### config.mk
export PLATFORM = sky130hd
export DESIGN_NAME = clip_test_unit
export DESIGN_NICKNAME = d
export VERILOG_FILES = /design/src/rtl/clip_pkg.sv /design/src/rtl/clip_flag_reg.sv /design/src/rtl/clip_eval.sv /design/src/rtl/clip_wb.sv /design/src/rtl/clip_test_unit.sv
export SDC_FILE = /design/constraint.sdc
export NUM_CORES = 1
export LEC_CHECK = 0
export ABC_AREA = 1
export BUFFER_PORTS_ARGS = -buffer_cell sky130_fd_sc_hd__buf_2
export CAP_MARGIN = 20
export CORE_MARGIN = 2
export CORE_UTILIZATION = 30
export DETAILED_ROUTE_END_ITERATION = 12
export MAX_ROUTING_LAYER = met4
export SYNTH_ARGS = -nofsm -noshare
export SYNTH_HDL_FRONTEND = slang
export SYNTH_HIERARCHICAL = 1
export SYNTH_SLANG_ARGS = --single-unit
### constraint.sdc
create_clock -name clk_i -period 2.2 [get_ports clk_i]
set_input_delay 0.11 -clock clk_i [delete_from_list [all_inputs] [get_ports clk_i]]
set_output_delay 0.11 -clock clk_i [all_outputs]
set_load 0.03 [all_outputs]
### src/rtl/clip_pkg.sv
package clip_pkg;
  typedef enum logic [2:0] {
    CT_NOP = 3'd0,
    CT_AND = 3'd1,
    CT_EQ  = 3'd2,
    CT_OR  = 3'd3,
    CT_SET = 3'd4,
    CT_GET = 3'd5
  } clip_op_e;

  function automatic logic is_test(clip_op_e op);
    return (op == CT_AND) || (op == CT_EQ) || (op == CT_OR);
  endfunction
endpackage

### src/rtl/clip_flag_reg.sv
module clip_flag_reg #(
  parameter int FLAG_W = 24
) (
  input  logic              clk_i,
  input  logic              rst_ni,
  input  logic              set_i,
  input  logic [FLAG_W-1:0] set_val_i,
  input  logic              upd_i,
  input  logic [FLAG_W-1:0] upd_val_i,
  output logic [FLAG_W-1:0] flag_o
);
  logic [FLAG_W-1:0] flag_q, flag_d;

  // instruction load wins over the clipping-logic update
  always_comb begin
    flag_d = flag_q;
    if (set_i)      flag_d = set_val_i;
    else if (upd_i) flag_d = upd_val_i;
  end

  always_ff @(posedge clk_i or negedge rst_ni) begin
    if (!rst_ni) flag_q <= '0;
    else         flag_q <= flag_d;
  end

  assign flag_o = flag_q;
endmodule

### src/rtl/clip_eval.sv
module clip_eval
  import clip_pkg::*;
#(
  parameter int FLAG_W       = 24,
  parameter int RES_W        = 16,
  parameter int GET_W        = 12,
  parameter bit OR_VIA_CARRY = 1'b1
) (
  input  clip_op_e          op_i,
  input  logic              valid_i,
  input  logic [FLAG_W-1:0] flag_i,
  input  logic [FLAG_W-1:0] imm_i,
  output logic              we_o,
  output logic              fixed_dst_o,
  output logic [RES_W-1:0]  val_o
);
  localparam int SUM_W = FLAG_W + 1;

  logic              and_hit, eq_hit, or_hit;
  logic [FLAG_W-1:0] or_word;

  assign and_hit = |(flag_i & imm_i);
  assign eq_hit  = (flag_i == imm_i);
  assign or_word = flag_i | imm_i;

  generate
    if (OR_VIA_CARRY) begin : g_or_carry
      // all ones plus one carries into the top bit
      logic [SUM_W-1:0] sum;
      assign sum    = SUM_W'(or_word) + SUM_W'(1);
      assign or_hit = sum[FLAG_W];
    end else begin : g_or_reduce
      assign or_hit = &or_word;
    end
  endgenerate

  always_comb begin
    we_o        = 1'b0;
    fixed_dst_o = 1'b0;
    val_o       = '0;
    if (valid_i) begin
      unique case (op_i)
        CT_AND: begin we_o = 1'b1; fixed_dst_o = 1'b1; val_o = RES_W'(and_hit); end
        CT_EQ:  begin we_o = 1'b1; fixed_dst_o = 1'b1; val_o = RES_W'(eq_hit);  end
        CT_OR:  begin we_o = 1'b1; fixed_dst_o = 1'b1; val_o = RES_W'(or_hit);  end
        CT_GET: begin we_o = 1'b1; val_o = RES_W'(flag_i[GET_W-1:0]); end
        default: ;
      endcase
    end
  end
endmodule

### src/rtl/clip_wb.sv
module clip_wb #(
  parameter int RES_W     = 16,
  parameter int IDX_W     = 4,
  parameter int FIXED_DST = 1
) (
  input  logic             clk_i,
  input  logic             rst_ni,
  input  logic             we_i,
  input  logic             fixed_dst_i,
  input  logic [IDX_W-1:0] dst_i,
  input  logic [RES_W-1:0] val_i,
  output logic [RES_W-1:0] res_o,
  output logic             we_o,
  output logic [IDX_W-1:0] idx_o
);
  logic [IDX_W-1:0] idx;
  logic             we_eff;

  assign idx    = fixed_dst_i ? IDX_W'(FIXED_DST) : dst_i;
  // register 0 reads as zero, drop writes to it
  assign we_eff = we_i && (idx != '0);

  always_ff @(posedge clk_i or negedge rst_ni) begin
    if (!rst_ni) begin
      res_o <= '0;
      idx_o <= '0;
      we_o  <= 1'b0;
    end else begin
      we_o <= we_eff;
      if (we_eff) begin
        res_o <= val_i;
        idx_o <= idx;
      end
    end
  end
endmodule

### src/rtl/clip_test_unit.sv
module clip_test_unit
  import clip_pkg::*;
#(
  parameter int INSTR_W      = 32,
  parameter int FLAG_W       = 24,
  parameter int RES_W        = 16,
  parameter int GET_W        = 12,
  parameter int IDX_W        = 4,
  parameter int FIXED_DST    = 1,
  parameter bit OR_VIA_CARRY = 1'b1
) (
  input  logic               clk_i,
  input  logic               rst_ni,
  input  logic               op_valid_i,
  input  logic [2:0]         op_i,
  input  logic [INSTR_W-1:0] instr_i,
  input  logic [IDX_W-1:0]   dst_idx_i,
  input  logic               upd_valid_i,
  input  logic [FLAG_W-1:0]  upd_flag_i,
  output logic [RES_W-1:0]   res_o,
  output logic               res_we_o,
  output logic [IDX_W-1:0]   res_idx_o
);
  clip_op_e          op;
  logic [FLAG_W-1:0] imm;
  logic [FLAG_W-1:0] flag_q;
  logic              set_hit;
  logic              ev_we, ev_fixed;
  logic [RES_W-1:0]  ev_val;

  assign op      = clip_op_e'(op_i);
  assign imm     = instr_i[FLAG_W-1:0];
  assign set_hit = op_valid_i && (op == CT_SET);

  clip_flag_reg #(.FLAG_W(FLAG_W)) u_flag (
    .clk_i     (clk_i),
    .rst_ni    (rst_ni),
    .set_i     (set_hit),
    .set_val_i (imm),
    .upd_i     (upd_valid_i),
    .upd_val_i (upd_flag_i),
    .flag_o    (flag_q)
  );

  clip_eval #(
    .FLAG_W       (FLAG_W),
    .RES_W        (RES_W),
    .GET_W        (GET_W),
    .OR_VIA_CARRY (OR_VIA_CARRY)
  ) u_eval (
    .op_i        (op),
    .valid_i     (op_valid_i),
    .flag_i      (flag_q),
    .imm_i       (imm),
    .we_o        (ev_we),
    .fixed_dst_o (ev_fixed),
    .val_o       (ev_val)
  );

  clip_wb #(
    .RES_W     (RES_W),
    .IDX_W     (IDX_W),
    .FIXED_DST (FIXED_DST)
  ) u_wb (
    .clk_i       (clk_i),
    .rst_ni      (rst_ni),
    .we_i        (ev_we),
    .fixed_dst_i (ev_fixed),
    .dst_i       (dst_idx_i),
    .val_i       (ev_val),
    .res_o       (res_o),
    .we_o        (res_we_o),
    .idx_o       (res_idx_o)
  );
endmodule

==> impl_metrics.csv, run 1 <==
group,metric,value,unit
final_layout,multi_input_area,1740,sq um
final_layout,nets,620,
clocking,post_cts_buffers,0,
synthesis,ys_warn_count,6,
sta,setup_viol,0,
sta,rsz0062_at_grt,"false",
power,p_int,0.00132,W
synthesis,ys_ff_latch,45,
setup_path,cp_max_fo,3,
clocking,cts_made_buffers,5,
final_layout,n_antenna_cell,0,
routing,route.vias.total,2781,
setup_path,path_common_cell,"nor2_1",
synthesis,synth_area_leader_cell,"dfrtp_1",
sta,finalCritPeriodShare,71.9,%
global_routing,antenna_found_initial,0,
sta,drv_slew,0,
synthesis,ys_seq_area_share,34.8,%
routing,dr.pass1.iters,4,
power,power.switching,0.000682,W
synthesis,synth_most_common_cell,"nand2_1",
die,dieArea,11600,sq um
final_layout,seqCellArea,1130,sq um
setup_path,worst_path_max_delay_cell,"dfrtp_1",
sta,clock_skew,5.88,ps
clocking,cts_tree,"yes",
power,power_frac_clock,25.6,%
setup_path,rr_worst_depth,11,
synthesis,synth_common_cells,"113 x nand2_1, 67 x nand3_1, 61 x nor2_1",
sta,period_needed,1580,ps
clocking,cts_root_buffer,"clkbuf_8",
synthesis,synthArstFlopShare,100,%
die,coreArea,10400,sq um
setup_path,crit_type,"reg2reg",
final_layout,fillers,1167,
worst_hold_path,min_path_type,"in2reg",
sta,fin_setup_tns,0,ps
power,p_comb_share,26.4,%
global_routing,grt_pass1_wl,12800,um
placed_design,dpl-instance-area,3690,sq um
power,peakVddDrop,0.247,mV
routing,wire_per_inst,11.9,um
setup_path,critPathArrivalTime,1820,ps
die,rows,37,
routing,route.detailed.drc,0,
power,powerDensity,531,nW/um^2
setup_path,crit_required,2440,ps
setup_path,cp_top_family,"simple AND/OR/NAND/NOR gates",
clocking,clkTransAtPathRegs,90,ps
global_routing,grt_pass1_vias,2820,
synthesis,netlist_instances,430,
setup_path,startpoint_type,"register",
die,die_y,108,um
status,status,"complete, no violations",
global_routing,grt.total_usage,14.1,%
synthesis,yosysTopAreaCellShare,34.8,%
die,initial_core_util,31.0,%
synthesis,syn_avg_cell_area,7.52,sq um
setup_path,cp_cell_sequence,"inv_1 -> ha_1 -> nor2_1 -> nand2_1 -> nor2_1 -> nand4_1 -> nand2_1 -> nor2_1 -> nor2_1 -> nand3_1 -> nand2_1",
power,p_leak,2.20,nW
sta,slew_headroom,62.6,%
clocking,cts_resized,0,
placed_design,place_congestion,0.835,
routing,drt_iter0_drc,117,
clocking,cts.sinks,45,
final_layout,stdcell_area,3780,sq um
clocking,cts_buffer_depth,2,
synthesis,synth.area.top_cells,"dfrtp_1 35%, ha_1 19%, nand2_1 13%, nand3_1 10%, nor2_1 7.1%",
job,maxCapViolCount,0,
sta,tightest_slew,561,ps
power,power_frac_seq,48.1,%
clocking,cts_hold_buf,1,
setup_path,path_depth,11,
global_routing,overflow,0,
sta,hold_viol,0,
synthesis,synth_flop_cell,"dfrtp_1",
setup_path,end_kind,"register",
synthesis,synth_cell_types,25,
synthesis,synth-edff-count,0,
die,die_w,108,um
die,io-pin-count,88,
power,p_sw_share,34.0,%
worst_hold_path,whs_path_depth,3,
synthesis,syn_area,3230,sq um
placed_design,place_hpwl,6030,um
setup_path,slowest_delay,390,ps
routing,totalWireLength,7630,um
final_layout,area_growth,16.9,%
routing,ant_nets,0,
setup_path,cp.buffers_inverters,1,
global_routing,grt_max_degree,26,
clocking,htree_levels,2,
placed_design,portBuffers,79,
final_layout,drive_gt1_share,20.0,%
sta,clock.fmax,632,MHz
clocking,insertion_delay,290,ps
routing,vias_per_cell,4.33,
==> per-layer routing <==
metal	wire length [um]	vias up	GRT usage, %
li1	-	1462	-
met1	3610	1233	18.0
met2	3540	79	23.6
met3	421	7	2.66
met4	59	0	2.29
met5	0	-	-
==> logic make-up (layout without fill, tap and decap cells) <==
kind of cell	after synthesis	in the layout	synth area share (%)
AND/OR/NAND/NOR	254	254	34.0
buffers and inverters	79	152	12.0
adder cells (fa/ha/maj)	48	48	18.6
flip-flops	45	45	34.8
AO/OA/AOI/OAI	3	3	0.542
other	1	4	0.116
==> area by class of cell <==
cell class / count / share of cell area (%)
Sequential cell: 45 / 29.8
Clock inverter: 2 / 0.265
Inverter: 59 / 5.86
Clock buffer: 6 / 1.92
Timing Repair Buffer: 85 / 11.7
Multi-Input combinational cell: 309 / 45.9
Tap cell: 136 / 4.50
==> state kept, by name, summed over array words and instances (netlist names) <==
name,count
u_wb/we_o,1
u_wb/res_o,16
u_flag/flag_o,24
u_wb/idx_o,4
==> power by group through the flow <==
stage          Combinational [W]  Clock (W)  Sequential (W)
3_3_place_gp            0.000524          0        0.000976
2_1_floorplan           0.000292          0         0.00104
6_report                0.000529   0.000513        0.000964
4_1_cts                 0.000540   0.000538        0.000965
5_1_grt                 0.000611   0.000572        0.000975
3_5_place_dp            0.000536          0        0.000981
==> layout by cell type (no fill, tap or decap) <==
master         Yosys  routed
nand3b_1           1       1
a211oi_1           1       1
nand2_2            2       2
ha_1              48      48
dfrtp_1           45      45
clkbuf_8           0       5
clkbuf_1           1       1
dlygate4sd3_1      0       1
nand2_1          113     113
nand3_4            1       1
and2_0             1       1
nor2_8             1       1
nand2_4            1       1
nor2_2             2       2
o21ai_0            1       1
conb_1             1       4
a21oi_2            0       1
nor3_1             2       2
nor2_1            61      61
inv_2              2       2
buf_2              3      79
clkinv_2           0       2
inv_1             57      57
nand3_1           67      67
nand4_1            2       2
buf_4              7       5
==> tightest hold or removal path, cell delays in order <==
cell and delay, ps:
buf_2 70, nand3_1 60, nand3_1 70
==> final timing paths <==
kind / from / endpoint / slack (ps)
max: u_flag/flag_o[15]$_DFFE_PN0P_ / u_wb/res_o[0]$_DFFE_PN0P_ / 620
min: upd_flag_i[14] / u_flag/flag_o[14]$_DFFE_PN0P_ / 60
max reg2reg: u_flag/flag_o[15]$_DFFE_PN0P_ / u_wb/res_o[0]$_DFFE_PN0P_ / 620
min reg2reg: u_wb/res_o[4]$_DFFE_PN0P_ / u_wb/res_o[4]$_DFFE_PN0P_ / 470
max in group asynchronous: rst_ni / u_wb/res_o[11]$_DFFE_PN0P_ / 1470
min in group asynchronous: rst_ni / u_flag/flag_o[3]$_DFFE_PN0P_ / 190
==> stage by stage <==
step / hold WS [ps] / util [%] / cells / power, W / worst slack, ps
after floorplan: -186 / - / 433 / 0.00133 / 845
after global placement: -21.8 / 35.4 / 633 / 0.00150 / 629
after detailed placement: -18.7 / 35.4 / 633 / 0.00152 / 568
after CTS: 47.3 / 36.3 / 642 / 0.00204 / 608
after global routing: 50.1 / 36.3 / 642 / 0.00216 / 423
final: 55.6 / 36.3 / 642 / 0.00201 / 619
No activity file was read; power rests on OpenSTA's default activity.
==> inputs of run 2 (changes only) <==
clock period = 1.45 ns   (was 2.2 ns; I/O delays follow)
==> run 2 against run 1 <==
  * The flow now finishes with violations (negative setup slack)
  * Sequential power up 51%
  * Largest cell class unchanged
  * Core utilization up 2.6 points
  * Cell count up 3.9%
==> impl_metrics.csv, run 2 (same netlist as run 1, synthesis figures left out) <==
group,metric,value,unit
power,power_frac_seq,44.8,%
sta,rsz0062_at_grt,"true",
routing,totalWireLength,7750,um
worst_hold_path,min_path_type,"in2reg",
global_routing,grt_pass1_wl,13000,um
routing,route.detailed.drc,0,
placed_design,place_hpwl,6090,um
power,p_int,0.00220,W
die,rows,37,
global_routing,grt.total_usage,14.5,%
final_layout,drive_gt1_share,26.4,%
final_layout,nets,645,
final_layout,area_growth,25.2,%
placed_design,portBuffers,79,
power,p_leak,2.33,nW
global_routing,antenna_found_initial,0,
final_layout,layout_common_cells,"113 x nand2_1, 79 x buf_2, 67 x nand3_1",
sta,drv_slew,0,
job,maxCapViolCount,0,
final_layout,final_common_cell,"nand2_1",
power,power_frac_clock,26.7,%
power,power.switching,0.00107,W
clocking,cts_root_buffer,"clkbuf_8",
clocking,cts.sinks,45,
setup_path,crit_type,"reg2reg",
die,die_w,108,um
power,p_comb_share,28.4,%
routing,route.vias.total,2867,
status,status,"finished, violations left",
die,initial_core_util,31.0,%
setup_path,cp_cell_sequence,"inv_1 -> ha_1 -> nor2_1 -> nand2_1 -> nor2_2 -> nand4_1 -> nand2_1 -> nor2_2 -> nor2_1 -> nand3_1 -> nand2_1",
sta,clock.fmax,656,MHz
sta,setup_slack,-73.9,ps
setup_path,slowest_delay,380,ps
routing,ant_nets,0,
die,coreArea,10400,sq um
final_layout,fin_util,38.9,%
sta,setup_viol,1,
setup_path,path_common_cell,"nand2_1",
setup_path,critPathArrivalTime,1760,ps
power,powerDensity,806,nW/um^2
clocking,cts_buffer_depth,2,
clocking,cts_tree,"yes",
setup_path,startpoint,"u_flag/flag_o[14]$_DFFE_PN0P_",
sta,hold_ws,12.8,ps
routing,drt_iter0_drc,81,
routing,wire_per_inst,11.6,um
global_routing,overflow,0,
die,io-pin-count,88,
placed_design,placed_cells,648,
clocking,htree_levels,2,
sta,hold_viol,0,
routing,dr.pass1.iters,4,
setup_path,rr_startpoint,"u_flag/flag_o[14]$_DFFE_PN0P_",
setup_path,cp.buffers_inverters,1,
setup_path,cp_max_fo,3,
sta,finalCritPeriodShare,105,%
setup_path,crit_required,1690,ps
routing,vias_per_cell,4.30,
final_layout,largest_reg_flops,24,
placed_design,pre_cts_slack,-66.8,ps
die,die_y,108,um
setup_path,worst_path_max_delay_cell,"dfrtp_1",
final_layout,final_cells,667,
setup_path,startpoint_type,"register",
die,dieArea,11600,sq um
clocking,clkTransAtPathRegs,90,ps
power,p_sw_share,32.7,%
placed_design,place_congestion,0.785,
setup_path,cp_top_family,"simple AND/OR/NAND/NOR gates",
final_layout,n_antenna_cell,0,
clocking,insertion_delay,300,ps
status,failed_checks,"negative setup slack",
global_routing,grt_pass1_vias,2885,
sta,period_needed,1520,ps
clocking,cts_made_buffers,5,
setup_path,end_kind,"register",
sta,clock_skew,8.21,ps
power,peakVddDrop,0.354,mV
worst_hold_path,hold_path_startpoint,"instr_i[22]",
global_routing,grt_max_degree,29,
[run 2: cell types whose count changed in the layout (fill, tap and decap cells not counted), moves of 6 or more]
| cell | change |
|---|---|
| nor2_2 | +6 |
| buf_4 | +22 |
| inv_1 | -6 |
| inv_2 | +6 |
| nor2_1 | -6 |
[run 2: final timing paths]
kind | cells after the start | to | slack, ps
max | 11 | u_wb/res_o[0]$_DFFE_PN0P_ | -70
min | 3 | u_flag/flag_o[22]$_DFFE_PN0P_ | 10
max reg2reg | 11 | u_wb/res_o[0]$_DFFE_PN0P_ | -70
min reg2reg | 2 | u_wb/res_o[13]$_DFFE_PN0P_ | 470
max in group asynchronous | 3 | u_wb/idx_o[3]$_DFFE_PN0P_ | 700
min in group asynchronous | 2 | u_flag/flag_o[19]$_DFFE_PN0P_ | 230
[run 2: worst register-to-register path, cell delays in order (launching register included)]
cell and delay, ps:
dfrtp_1 380, inv_1 50, ha_1 270, nor2_1 110
nand2_1 70, nor2_2 120, nand4_1 90, nand2_1 90
nor2_2 50, nor2_1 90, nand3_1 70, nand2_1 60
[run 2: what timing repair did]
| action | 4_1_cts | 5_1_grt |
|---|---|---|
| hold buffers | 3 | 0 |
| pin swaps | 7 | 30 |
| endpoints found under the setup margin | 1 | 1 |
| buffers inserted | 1 | 7 |
| gates resized for setup | 5 | 11 |
| hold endpoints to repair | 19 | 0 |
| gates cloned | 0 | 0 |
[run 2: metrics by stage]
step / power, W / TNS, ps / area, sq um
after floorplan: 0.00202 / 0 / 3240
after global placement: 0.00234 / -70.8 / 3810
after detailed placement: 0.00236 / -419 / 3810
after CTS: 0.00328 / -69.9 / 3960
after global routing: 0.00351 / -217 / 4050
final: 0.00326 / -73.9 / 4050
[run 2: layer usage]
metal | GRT usage (%) | wire, um | share of wire, % | vias to the layer above
met5 | - | 0 | 0 | -
met1 | 17.5 | 3600 | 46 | 1277
li1 | - | - | - | 1517
met3 | 2.91 | 370 | 4.8 | 8
met4 | 4.49 | 119 | 1.5 | 0
met2 | 24.4 | 3660 | 47 | 65
[run 2: area by class of cell]
class                      count  area (sq um)
timing repair buffer         110           648
sequential                    45          1130
inverter                      59           221
clock inverter                 1          5.00
tap                          136           170
fill                        1128          6370
clock buffer                   7          96.3
multi-input combinational    309          1780
[run 2: power groups by stage]
stage | Sequential (W) | Combinational [W] | Clock, W
after floorplan | 0.00157 | 0.000443 | 0
after global placement | 0.00148 | 0.000857 | 0
after detailed placement | 0.00149 | 0.000873 | 0
after CTS | 0.00146 | 0.000890 | 0.000927
after global routing | 0.00148 | 0.00106 | 0.000969
final | 0.00146 | 0.000927 | 0.000872
==> inputs of run 3 (changes only) <==
BUFFER_PORTS_ARGS = not set   (was -buffer_cell sky130_fd_sc_hd__buf_2)
DONT_BUFFER_PORTS = 1   (was not set)
==> run 3 against run 2 <==
  * The flow still finishes with violations (negative setup slack)
  * Clock skew hardly changed
  * Global-route usage is 1.9 points higher
  * Worst hold slack better by 47 ps
  * Core utilization is 1.5 points higher
  * Critical path depth is 6 lower
  * Wire length is 16% higher
  * Final area is 3.9% higher
  * Critical endpoint is now u_flag/flag_o[8]$_DFFE_PN0P_
  * Largest power group unchanged
  * Highest routed layer unchanged
==> impl_metrics.csv, run 3 (same netlist as run 1, synthesis figures left out) <==
group,metric,value,unit
routing,highest_layer,"met4",
sta,period_needed,1660,ps
die,io-pin-count,88,
setup_path,r2r_end,"u_wb/res_o[0]$_DFFE_PN0P_",
setup_path,startpoint_type,"input port",
clocking,cts_root_buffer,"clkbuf_8",
die,dieArea,11600,sq um
global_routing,overflow,0,
final_layout,multi_input_area,1820,sq um
sta,fin_setup_tns,-4050,ps
power,p_sw_share,32.3,%
final_layout,seqCellArea,1130,sq um
final_layout,layout_common_cells,"113 x nand2_1, 67 x nand3_1, 54 x nor2_1",
die,rows,37,
routing,drt_iter0_drc,175,
status,failed_checks,"negative setup slack",
routing,wl_met3,531,um
routing,dr.pass1.iters,4,
setup_path,end_kind,"register",
final_layout,fillers,1046,
global_routing,grt_max_degree,46,
setup_path,critPathArrivalTime,1900,ps
clocking,cts_tree,"yes",
setup_path,startpoint,"upd_valid_i",
status,status,"finished, violations left",
routing,vias_per_cell,4.51,
die,die_y,108,um
routing,dr_wl_met2,4300,um
sta,setup_viol,22,
job,maxCapViolCount,0,
global_routing,grt_pass1_wl,14500,um
clocking,cts_made_buffers,5,
setup_path,crit_type,"in2reg",
clocking,clkTransAtPathRegs,90,ps
placed_design,place_hpwl,5960,um
worst_hold_path,min_path_type,"in2reg",
setup_path,rr_worst_depth,11,
sta,hold_ws,59.8,ps
final_layout,drive_gt1_share,13.7,%
routing,ant_nets,0,
power,p_comb_share,26.6,%
routing,route.vias.total,2886,
power,p_leak,2.23,nW
placed_design,place_congestion,0.773,
die,initial_core_util,31.0,%
sta,clock.fmax,603,MHz
global_routing,grt_pass1_vias,3049,
power,powerDensity,775,nW/um^2
routing,wl_met1,3970,um
placed_design,portBuffers,0,
power,p_int,0.00221,W
final_layout,final_cells,640,
sta,clock_skew,7.99,ps
global_routing,grt.total_usage,16.4,%
clocking,insertion_delay,300,ps
power,power_frac_clock,25.0,%
sta,drv_slew,0,
clocking,htree_levels,2,
final_layout,largest_reg_flops,24,
routing,route.detailed.drc,0,
final_layout,n_antenna_cell,0,
clocking,cts.sinks,45,
power,peakVddDrop,0.387,mV
global_routing,antenna_found_initial,0,
final_layout,fin_util,40.4,%
routing,wire_per_inst,14.0,um
setup_path,rr_startpoint,"u_flag/flag_o[6]$_DFFE_PN0P_",
sta,finalCritPeriodShare,114,%
clocking,cts_buffer_depth,2,
power,power.switching,0.00105,W
setup_path,critPathCapture,"u_flag/flag_o[8]$_DFFE_PN0P_",
sta,hold_viol,0,
final_layout,final_common_cell,"nand2_1",
sta,setup_slack,-207,ps
final_layout,nets,619,
final_layout,area_growth,30.1,%
placed_design,placed_cells,568,
die,die_w,108,um
die,coreArea,10400,sq um
power,power_frac_seq,48.4,%
setup_path,crit_required,1690,ps
setup_path,cp_max_fo,24,
setup_path,r2r_slack,-130,ps
sta,rsz0062_at_grt,"true",
routing,totalWireLength,8990,um
-- run 3: cell count changes in the layout (fill, tap and decap cells not counted), moves of 3 or more --
cell           delta
ha_1              -3
ha_4              +3
inv_2             +3
dlygate4sd3_1    +50
buf_2            -79
buf_4             +3
inv_1             -4
-- run 3: routing by layer --
metal,global-route usage (%),vias up
met4,4.30,0
met5,-,-
met2,28.0,91
li1,-,1471
met3,4.00,14
met1,19.2,1310
-- run 3: metrics by stage --
stage / power [W] / setup slack [ps] / cell area, sq um
floorplan: 0.00202 / 94.9 / 3240
global placement: 0.00214 / -116 / 3400
detailed placement: 0.00217 / -139 / 3400
CTS: 0.00322 / -104 / 4050
global route: 0.00352 / -269 / 4210
finish: 0.00326 / -207 / 4210
-- run 3: cell type report --
class                      instances  share of cell area [%]
tap                              136                    4.05
multi-input combinational        309                    43.2
sequential                        45                    26.8
clock buffer                       7                    2.05
timing repair buffer              84                    18.6
inverter                          59                    5.33
-- run 3: how the worst min path moves through the flow --
stage / start / cells after the start / to / slack [ps]
floorplan: rst_ni / 0 / u_flag/flag_o[0]$_DFFE_PN0P_ / -220
global placement: rst_ni / 0 / u_flag/flag_o[18]$_DFFE_PN0P_ / -220
detailed placement: rst_ni / 0 / u_flag/flag_o[18]$_DFFE_PN0P_ / -220
CTS: upd_valid_i / 2 / u_flag/flag_o[9]$_DFFE_PN0P_ / -40
global route: dst_idx_i[3] / 4 / u_wb/idx_o[3]$_DFFE_PN0P_ / 80
finish: op_valid_i / 4 / u_wb/res_o[0]$_DFFE_PN0P_ / 60
-- run 3: power groups by stage --
stage | Clock (W) | Sequential, W | Combinational, W
finish | 0.000816 | 0.00158 | 0.000868
global route | 0.000927 | 0.00160 | 0.000997
CTS | 0.000864 | 0.00158 | 0.000783
detailed placement | 0 | 0.00160 | 0.000566
global placement | 0 | 0.00160 | 0.000548
floorplan | 0 | 0.00157 | 0.000443
-- run 3: critical path, stage by stage --
cell           delay (ps)
dlygate4sd3_1         710
nor2_8                370
nand2_1               110
nand3_1                80
dlygate4sd3_1         550
-- run 3: what timing repair did --
action                                  in CTS  in global routing
pin swaps                                   13                  8
setup buffers                                3                  8
hold endpoints to repair                    72                  3
resized for setup                           10                 14
hold buffers                                51                  3
endpoints found under the setup margin       1                 22
